==> src/rtl/wake_router_pkg.sv <==
package wake_router_pkg;
  localparam int ALT_PINS  = 2;
  localparam int ALT_SEL_W = (ALT_PINS > 1) ? $clog2(ALT_PINS) : 1;

  typedef struct packed {
    logic                ringToShared;
    logic                pmeToShared;
    logic [ALT_PINS-1:0] altOneHot;
  } routeStrobes_t;
endpackage

==> src/rtl/wake_router_ctrl.sv <==
module wake_router_ctrl
  import wake_router_pkg::*;
(
  input  logic                 ringOutEn,
  input  logic                 pmeEn,
  input  logic                 muxSel,
  input  logic [ALT_SEL_W-1:0] altPinSel,
  output routeStrobes_t        strobes
);
  logic ringOnShared;
  logic ringOnAlt;

  always_comb begin
    ringOnShared = ringOutEn && !muxSel;
    ringOnAlt    = ringOutEn && muxSel;
    strobes.ringToShared = ringOnShared;
    // PME loses the shared pin whenever the ring output owns it
    strobes.pmeToShared  = pmeEn && !ringOnShared;
    strobes.altOneHot    = ringOnAlt ? (ALT_PINS'(1) << altPinSel) : '0;
  end
endmodule

==> src/rtl/wake_router_dp.sv <==
module wake_router_dp
  import wake_router_pkg::*;
#(
  parameter int NUM_SOCKETS = 2
) (
  input  logic                   clk,
  input  logic                   rst_n,
  input  logic [NUM_SOCKETS-1:0] ringInd,
  input  logic [NUM_SOCKETS-1:0] legacyPowered,
  input  logic [NUM_SOCKETS-1:0] statusEvt,
  input  logic [NUM_SOCKETS-1:0] ringEn,
  input  logic [NUM_SOCKETS-1:0] statusMask,
  input  logic                   pmeReq,
  input  routeStrobes_t          strobes,
  output logic                   sharedPin,
  output logic [ALT_PINS-1:0]    mfPin
);
  logic [NUM_SOCKETS-1:0] socketWake;
  logic                   wakeAny;
  logic                   sharedNext;
  logic [ALT_PINS-1:0]    mfNext;

  for (genvar s = 0; s < NUM_SOCKETS; s++) begin : g_socket
    always_comb begin
      if (legacyPowered[s]) socketWake[s] = ringInd[s] && ringEn[s];
      else                  socketWake[s] = statusEvt[s] && statusMask[s];
    end
  end

  always_comb begin
    wakeAny    = |socketWake;
    sharedNext = (strobes.ringToShared && wakeAny) ||
                 (strobes.pmeToShared && pmeReq);
    mfNext     = strobes.altOneHot & {ALT_PINS{wakeAny}};
  end

  always_ff @(posedge clk or negedge rst_n) begin
    if (!rst_n) begin
      sharedPin <= 1'b0;
      mfPin     <= '0;
    end else begin
      sharedPin <= sharedNext;
      mfPin     <= mfNext;
    end
  end

  AST_MF_ONEHOT: assert property (@(posedge clk) disable iff (!rst_n)
    $onehot0(mfPin));
endmodule

==> src/rtl/wake_router.sv <==
module wake_router
  import wake_router_pkg::*;
#(
  parameter int NUM_SOCKETS = 2
) (
  input  logic                   clk,
  input  logic                   rst_n,
  input  logic [NUM_SOCKETS-1:0] ringInd,
  input  logic [NUM_SOCKETS-1:0] legacyPowered,
  input  logic [NUM_SOCKETS-1:0] statusEvt,
  input  logic [NUM_SOCKETS-1:0] ringEn,
  input  logic [NUM_SOCKETS-1:0] statusMask,
  input  logic                   ringOutEn,
  input  logic                   pmeEn,
  input  logic                   pmeReq,
  input  logic                   muxSel,
  input  logic [ALT_SEL_W-1:0]   altPinSel,
  output logic                   sharedPin,
  output logic [ALT_PINS-1:0]    mfPin
);
  routeStrobes_t strobes;

  wake_router_ctrl u_ctrl (
    .ringOutEn (ringOutEn),
    .pmeEn     (pmeEn),
    .muxSel    (muxSel),
    .altPinSel (altPinSel),
    .strobes   (strobes)
  );

  wake_router_dp #(.NUM_SOCKETS(NUM_SOCKETS)) u_dp (
    .clk           (clk),
    .rst_n         (rst_n),
    .ringInd       (ringInd),
    .legacyPowered (legacyPowered),
    .statusEvt     (statusEvt),
    .ringEn        (ringEn),
    .statusMask    (statusMask),
    .pmeReq        (pmeReq),
    .strobes       (strobes),
    .sharedPin     (sharedPin),
    .mfPin         (mfPin)
  );

  AST_RING_OFF_MF_LOW: assert property (@(posedge clk) disable iff (!rst_n)
    !ringOutEn |=> mfPin == '0);
  AST_BOTH_OFF_SHARED_LOW: assert property (@(posedge clk) disable iff (!rst_n)
    (!ringOutEn && !pmeEn) |=> !sharedPin);
  AST_MUX0_MF_LOW: assert property (@(posedge clk) disable iff (!rst_n)
    !muxSel |=> mfPin == '0);
  AST_MUX0_PME_ONLY: assert property (@(posedge clk) disable iff (!rst_n)
    (!muxSel && !ringOutEn) |=> sharedPin == $past(pmeEn && pmeReq));
  AST_MUX1_SHARED_PME: assert property (@(posedge clk) disable iff (!rst_n)
    muxSel |=> sharedPin == $past(pmeEn && pmeReq));
endmodule

==> config.mk <==
export PLATFORM = sky130hd
export DESIGN_NAME = wake_router
export DESIGN_NICKNAME = d
export VERILOG_FILES = /design/src/rtl/wake_router_pkg.sv /design/src/rtl/wake_router_ctrl.sv /design/src/rtl/wake_router_dp.sv /design/src/rtl/wake_router.sv
export SDC_FILE = /design/constraint.sdc
export NUM_CORES = 1
export LEC_CHECK = 0
export BUFFER_PORTS_ARGS = -buffer_cell sky130_fd_sc_hd__buf_2
export CORE_AREA = 2 2 39 41
export DETAILED_ROUTE_END_ITERATION = 7
export DIE_AREA = 0 0 41 43
export PLACE_DENSITY = 0.47
export SYNTH_ARGS = -nofsm -noshare
export SYNTH_HDL_FRONTEND = slang
export SYNTH_HIERARCHICAL = 1
export SYNTH_SLANG_ARGS = --single-unit
export TNS_END_PERCENT = 1
==> constraint.sdc <==
create_clock -name clk -period 0.8 [get_ports clk]
set_input_delay 0.08 -clock clk [delete_from_list [all_inputs] [get_ports clk]]
set_output_delay 0.08 -clock clk [all_outputs]
set_load 0.02 [all_outputs]
==> impl_metrics.csv, run 1 <==
group,metric,value,unit
logic_synthesis,synth_top_family_by_area,"simple AND/OR/NAND/NOR gates",
logic_synthesis,synth_compound_area_share,13.89,%
critical_path,crit_type,"flop to output port",
finish,instances_no_fill,59,
timing,period_minus_slack,0.7985,ns
logic_synthesis,yosys.area_share.xor_xnor,0,%
logic_synthesis,netlist_area,180.2,um^2
placed_design,hpwl,356,um
floorplan,die_h,43,um
finish,antenna_cells,0,
route,routedWlPerCell,6.966,um
clock_tree,tritoncts,"built",
run,max_cap_viol_count,0,
clock_tree,cts_buffers,3,
floorplan,die_area,1763,um^2
logic_synthesis,syn_nets,37,
pwr,power_density,1549,nW/um^2
clock_tree,clockRootBuffer,"clkbuf_4",
critical_path,crit_buf_inv,1,
worst_hold_path,min_path_type,"primary input to flop",
finish,area_growth,90.28,%
logic_synthesis,ys_types,12,
critical_path,crit_fanout,1,
clock_tree,cts_num_sinks,3,
critical_path,end_kind,"output port",
placed_design,dp.cells,54,
placed_design,routabilityCongestion,0.6248,
timing,max_freq,1252,MHz
logic_synthesis,yosysWarnings,6,
timing,rsz0062_at_grt,"true",
clock_tree,clock_path_buffers,2,
critical_path,startpoint,"u_dp/mfPin[1]",
route,drt-initial-drc-count,0,
logic_synthesis,synth-seq-cells,3,
timing,fin_crit_sh,99.82,%
pwr,peakVddDrop,0.3317,mV
floorplan,rows,14,
logic_synthesis,yosysSeqAreaShare,41.67,%
route,firstDrtPassIters,1,
logic_synthesis,syn_avg_cell_area,9.009,um^2
route,viasPerCell,3.525,
critical_path,slowest_stage,"dfrtp_1",
global_routing,grt_pass1_wl,641,um
logic_synthesis,synthMuxAreaShare,0,%
critical_path,worst-path-stages,1,
floorplan,core_area,1384,um^2
critical_path,required,0.72,ns
clock_tree,path_clk_slew,0.04,ns
finish,fin_area,342.8,um^2
finish,multi_input_area,93.84,um^2
finish,postLayoutCoreUtil,24.77,%
logic_synthesis,synthesis.instances,20,
critical_path,crit_path_start_kind,"flop",
route,antenna_left,0,
timing,worst_slew_pin_slew,0.3079,ns
finish,finalNetCount,61,
route,drc_errors,0,
floorplan,die_w,41,um
finish,drive_above_1_share,58.14,%
floorplan,start_util,13.02,%
clock_tree,ctsHtreeMaxLevel,1,
global_routing,grt_max_degree,4,
global_routing,grt_pass1_vias,186,
placed_design,io_buffers,19,
floorplan,ios,20,
timing,hold_viol_final,0,
timing,finalMaxSlewViolations,0,
timing,slew-limit-headroom,79.47,%
global_routing,grt_overflow,0,
critical_path,critPathArrivalTime,0.72,ns
route,vias,208,
logic_synthesis,synth-simple-area-share,38.19,%
critical_path,crit_end,"mfPin[1]",
global_routing,antenna_found_initial,0,
status,status,"finished, final reports clean",
logic_synthesis,synth-adder-area-share,0,%
critical_path,cpLargestDelayFamily,"flip-flops",
critical_path,slowest_delay,0.36,ns
placed_design,placed_cell_area,287.8,um^2
route,drt-total-wl,411,um
finish,fill_cells,157,
critical_path,path_cells,"buf_6",
finish,ff_latch_area,75.07,um^2
global_routing,grtUsageTotal,6.118,%
timing,setup_violations,0,
pwr,p_leak,0.1829,nW
cells in the final DEF, fill, tap and decap left out, types with 2 or more instances in the layout:
cell type	instances
nor2b_1	2
buf_6	3
nand2_1	4
clkbuf_4	3
nor2_1	2
o21ai_1	2
buf_2	16
dfrtp_1	3
report_power, final:
group          switching (mW)  leakage [nW]  internal (mW)
Combinational          0.0451         0.128         0.0633
Sequential            0.00296        0.0403          0.160
Clock                  0.0733        0.0150          0.187
layer usage:
layer  vias up  wire, um  GRT usage [%]
li1        111         -              -
met2        10       223          7.500
met5         -         0              0
met1        87       149          6.090
met4         0         0          12.00
met3         0        38              0
sequential cells by signal (all words and copies together) (netlist names):
signal          flops
u_dp/mfPin          2
u_dp/sharedPin      1
logic make-up after synthesis:
group,count (synthesis)
flops,3
compound gates,3
buf+inv,2
simple gates,12
synthesized netlist by cell type:
| library cell | instances | area share, % |
|---|---|---|
| nand2_1 | 4 | 8.3 |
| dfrtp_1 | 3 | 42 |
| nor2_1 | 2 | 4.2 |
| nor2b_1 | 2 | 6.9 |
| o21ai_1 | 2 | 5.6 |
| a311oi_2 | 1 | 8.3 |
| and3_1 | 1 | 3.5 |
| buf_4 | 1 | 4.2 |
| inv_1 | 1 | 2.1 |
| nand3_1 | 1 | 2.8 |
| nor2b_2 | 1 | 4.9 |
| nor2b_4 | 1 | 7.6 |
worst min path at each step:
stage,from,end,cells after the start
final,pmeReq,u_dp/sharedPin,3
after global routing,pmeReq,u_dp/sharedPin,3
after CTS,pmeReq,u_dp/sharedPin,3
after global placement,rst_n,u_dp/sharedPin,1
after floorplan,rst_n,u_dp/mfPin[0],0
after detailed placement,rst_n,u_dp/mfPin[1],1
per-stage QoR:
stage          power, mW  setup slack (ns)  setup TNS, ns  hold slack (ns)
2_1_floorplan     0.2079            0.1104              0          -0.2156
3_3_place_gp      0.2595          -0.07843        -0.2172          -0.1235
3_5_place_dp      0.2610          -0.07898        -0.2325          -0.1238
4_1_cts           0.5517          -0.01206       -0.03318          0.05595
5_1_grt           0.5726          -0.02497       -0.06741          0.07735
6_report          0.5311          0.001476              0          0.05982
layout make-up:
class,count,area share (%)
Tap cell,16,5.839
Inverter,1,1.095
Timing Repair Buffer,20,36.13
Multi-Input combinational cell,15,27.37
Sequential cell,3,21.90
Clock buffer,4,7.664
timing repair:
action,in CTS,in global routing
hold buffers,1,0
resized for setup,6,0
endpoints found under the hold margin,3,0
buffers inserted,0,0
endpoints found under the setup margin,3,3
No activity file was read; power rests on OpenSTA's default activity.
==> run 2, diff against run 1 <==
--- a/config.mk
+++ b/config.mk
@@ -5,11 +5,14 @@
 export SDC_FILE = /design/constraint.sdc
 export NUM_CORES = 1
 export LEC_CHECK = 0
+export ABC_AREA = 1
 export BUFFER_PORTS_ARGS = -buffer_cell sky130_fd_sc_hd__buf_2
 export CORE_AREA = 2 2 39 41
 export DETAILED_ROUTE_END_ITERATION = 7
 export DIE_AREA = 0 0 41 43
-export PLACE_DENSITY = 0.47
+export PLACE_DENSITY = 0.48
+export SETUP_SLACK_MARGIN = 0.5
+export SKIP_LAST_GASP = 1
 export SYNTH_ARGS = -nofsm -noshare
 export SYNTH_HDL_FRONTEND = slang
 export SYNTH_HIERARCHICAL = 1
==> run 2 against run 1 <==
The run now ends with setup timing left. Setup slack got worse by 0.0030 ns. Die area unchanged. Core utilization rose by 1.4 points. Sequential power about the same. Global-route usage is 1.2 points higher. Count of clock-buffer cells in the layout did not move. Combinational power grew 6%. Clock power increased by 2%. Sequential share of layout area is 1.1 points lower. Cell count increased by 19%. Design area up 5.5%. Critical path depth unchanged. Largest power group unchanged.
==> impl_metrics.csv, run 2 <==
group,metric,value,unit
logic_synthesis,synth_edf_count,0,
finish,finalNetCount,72,
logic_synthesis,synth_top_area_share,37.74,%
logic_synthesis,synth_top_cell_by_area,"dfrtp_1",
finish,instances_no_fill,70,
clock_tree,cts_buffers,3,
finish,multi_input_area,93.84,um^2
critical_path,cpLargestDelayFamily,"flip-flops",
placed_design,routabilityCongestion,0.6285,
floorplan,die_h,43,um
global_routing,grt_pass1_wl,793,um
route,drt-initial-drc-count,1,
route,drt-total-wl,436,um
finish,ff_latch_area,75.07,um^2
critical_path,crit_path_start_kind,"flop",
global_routing,grtUsageTotal,7.322,%
status,violations,"setup timing",
logic_synthesis,synth_top_family_by_area,"simple AND/OR/NAND/NOR gates",
finish,fill_cells,166,
logic_synthesis,synthMuxAreaShare,0,%
timing,max_freq,1248,MHz
finish,final_cell_mix,"16 x buf_2, 12 x nand2_1, 6 x inv_1",
clock_tree,tritoncts,"built",
clock_tree,postCtsSetupRepairBufs,0,
run,max_cap_viol_count,0,
route,vias,232,
timing,hold_viol_final,0,
logic_synthesis,synth-adder-area-share,0,%
logic_synthesis,synthesis.instances,31,
clock_tree,clockRootBuffer,"clkbuf_4",
logic_synthesis,synth-simple-area-share,35.22,%
pwr,p_int,409.0,uW
floorplan,rows,14,
logic_synthesis,yosysWarnings,6,
logic_synthesis,synth_compound_area_share,11.95,%
timing,slew-limit-headroom,90.33,%
global_routing,antenna_found_initial,0,
timing,period_minus_slack,0.8015,ns
clock_tree,path_clk_slew,0.04,ns
floorplan,ios,20,
finish,largest-register,"u_dp/mfPin",
global_routing,grt_pass1_vias,244,
timing,finalMaxSlewViolations,0,
finish,final_common_cell,"buf_2",
pwr,p_clk_share,48.8,%
placed_design,io_buffers,19,
placed_design,hpwl,372.9,um
pwr,swShare,24.51,%
status,status,"complete, but fails checks",
logic_synthesis,yosys.area_share.xor_xnor,0,%
critical_path,crit_buf_inv,1,
pwr,pwr-share-comb,21.0,%
logic_synthesis,yosys.cell_count.top_type,"nand2_1",
global_routing,grt_overflow,0,
logic_synthesis,ys_types,9,
route,drc_errors,0,
finish,antenna_cells,0,
global_routing,grt_max_degree,4,
timing,rsz0062_at_grt,"true",
critical_path,required,0.72,ns
logic_synthesis,syn_avg_cell_area,6.417,um^2
pwr,power_switching,132.8,uW
critical_path,end_kind,"output port",
logic_synthesis,netlist_area,198.9,um^2
route,routedWlPerCell,6.229,um
critical_path,slowest_delay,0.36,ns
finish,area_growth,81.76,%
floorplan,die_area,1763,um^2
placed_design,dp.cells,65,
clock_tree,cts_num_sinks,3,
pwr,peakVddDrop,0.3563,mV
clock_tree,ctsHtreeMaxLevel,1,
route,antenna_left,0,
critical_path,crit_fanout,1,
timing,setup_ws,-0.001514,ns
logic_synthesis,synth_common_cells,"12 x nand2_1, 6 x inv_1, 5 x nor2_1",
critical_path,path_cells,"buf_6",
clock_tree,clock_path_buffers,2,
timing,fin_crit_sh,100.2,%
finish,drive_above_1_share,44.44,%
critical_path,crit_type,"flop to output port",
logic_synthesis,ys_async_sr_fraction,100.0,%
timing,setup_violations,2,
pwr,seqPwrFrac,30.2,%
pwr,power_density,1498,nW/um^2
floorplan,die_w,41,um
logic_synthesis,synthTopCellsByArea,"dfrtp_1 38%, nand2_1 23%, inv_1 11%",
logic_synthesis,yosysSeqAreaShare,37.74,%
timing,worst_slew_pin_slew,0.1448,ns
floorplan,start_util,14.38,%
logic_synthesis,synth_ff_type,"dfrtp_1",
logic_synthesis,synth-seq-cells,3,
worst_hold_path,min_path_type,"primary input to flop",
finish,reg_top3,"u_dp/mfPin: 2 flops, u_dp/sharedPin: 1 flops",
critical_path,critPathArrivalTime,0.72,ns
route,firstDrtPassIters,2,
timing,fin_tns_setup,-0.002459,ns
pwr,p_leak,0.2236,nW
floorplan,core_area,1384,um^2
critical_path,slowest_stage,"dfrtp_1",
finish,largest_reg_flops,2,
logic_synthesis,syn_nets,48,
route,viasPerCell,3.314,
[run 2: changes by cell type after synthesis, sizes merged, moves of 2 or more]
cell	previous run	this run
nand2	4	12
inv	1	6
nor2b	4	0
nor2	2	6
o21ai	2	0
a21boi	0	2
[run 2: final cells by class]
type                    count  share of cell area (%)
flip-flops and latches      3                   20.76
inverters                   6                   6.228
multi-input cells          21                   25.95
well taps                  16                   5.536
clock buffers               4                   7.266
repair buffers             20                   34.26
[run 2: power by group through the flow]
stage | registers (mW) | clock network (mW) | logic, mW
floorplan | 0.175 | 0 | 0.0403
global placement | 0.163 | 0 | 0.102
detailed placement | 0.164 | 0 | 0.103
CTS | 0.164 | 0.280 | 0.116
global route | 0.164 | 0.302 | 0.131
finish | 0.164 | 0.264 | 0.114
[run 2: timing repair]
item	4_1_cts	5_1_grt
setup endpoints to repair	6	6
pin swaps	0	0
resized for setup	6	0
hold buffers	1	0
hold endpoints to repair	3	0
[run 2: final timing paths]
path                               start             end  slack, ns  depth (start not counted)
min in group asynchronous          rst_n  u_dp/sharedPin       0.17                          2
min                               pmeReq  u_dp/sharedPin       0.05                          3
max in group asynchronous          rst_n   u_dp/mfPin[1]       0.52                          2
max                        u_dp/mfPin[0]        mfPin[0]     -0.002                          1
[run 2: kinds of logic (layout without fill, tap and decap cells)]
group,after synthesis,count (layout)
AOI/OAI and AO/OA,3,3
DFF,3,3
and+or+nand+nor,18,18
buffers and inverters,7,30
[run 2: routing by layer]
metal  wire, um  track usage (%)
met3         29            1.571
met4          0            12.00
met5          0                0
met2        232            10.00
met1        175            6.410
[run 2: per-stage QoR]
step | area [um^2] | hold slack [ns] | util (%) | worst slack, ns | power, mW
after CTS | 361.6 | 0.03896 | 26.13 | -0.01492 | 0.5597
after detailed placement | 306.5 | -0.1234 | 22.15 | 0.07656 | 0.2664
final | 361.6 | 0.04579 | 26.13 | -0.001514 | 0.5418
after global routing | 361.6 | 0.05458 | 26.13 | -0.03332 | 0.5962
after floorplan | 198.9 | -0.2156 | - | 0.2402 | 0.2148
after global placement | 306.5 | -0.1238 | 22.15 | 0.08877 | 0.2655
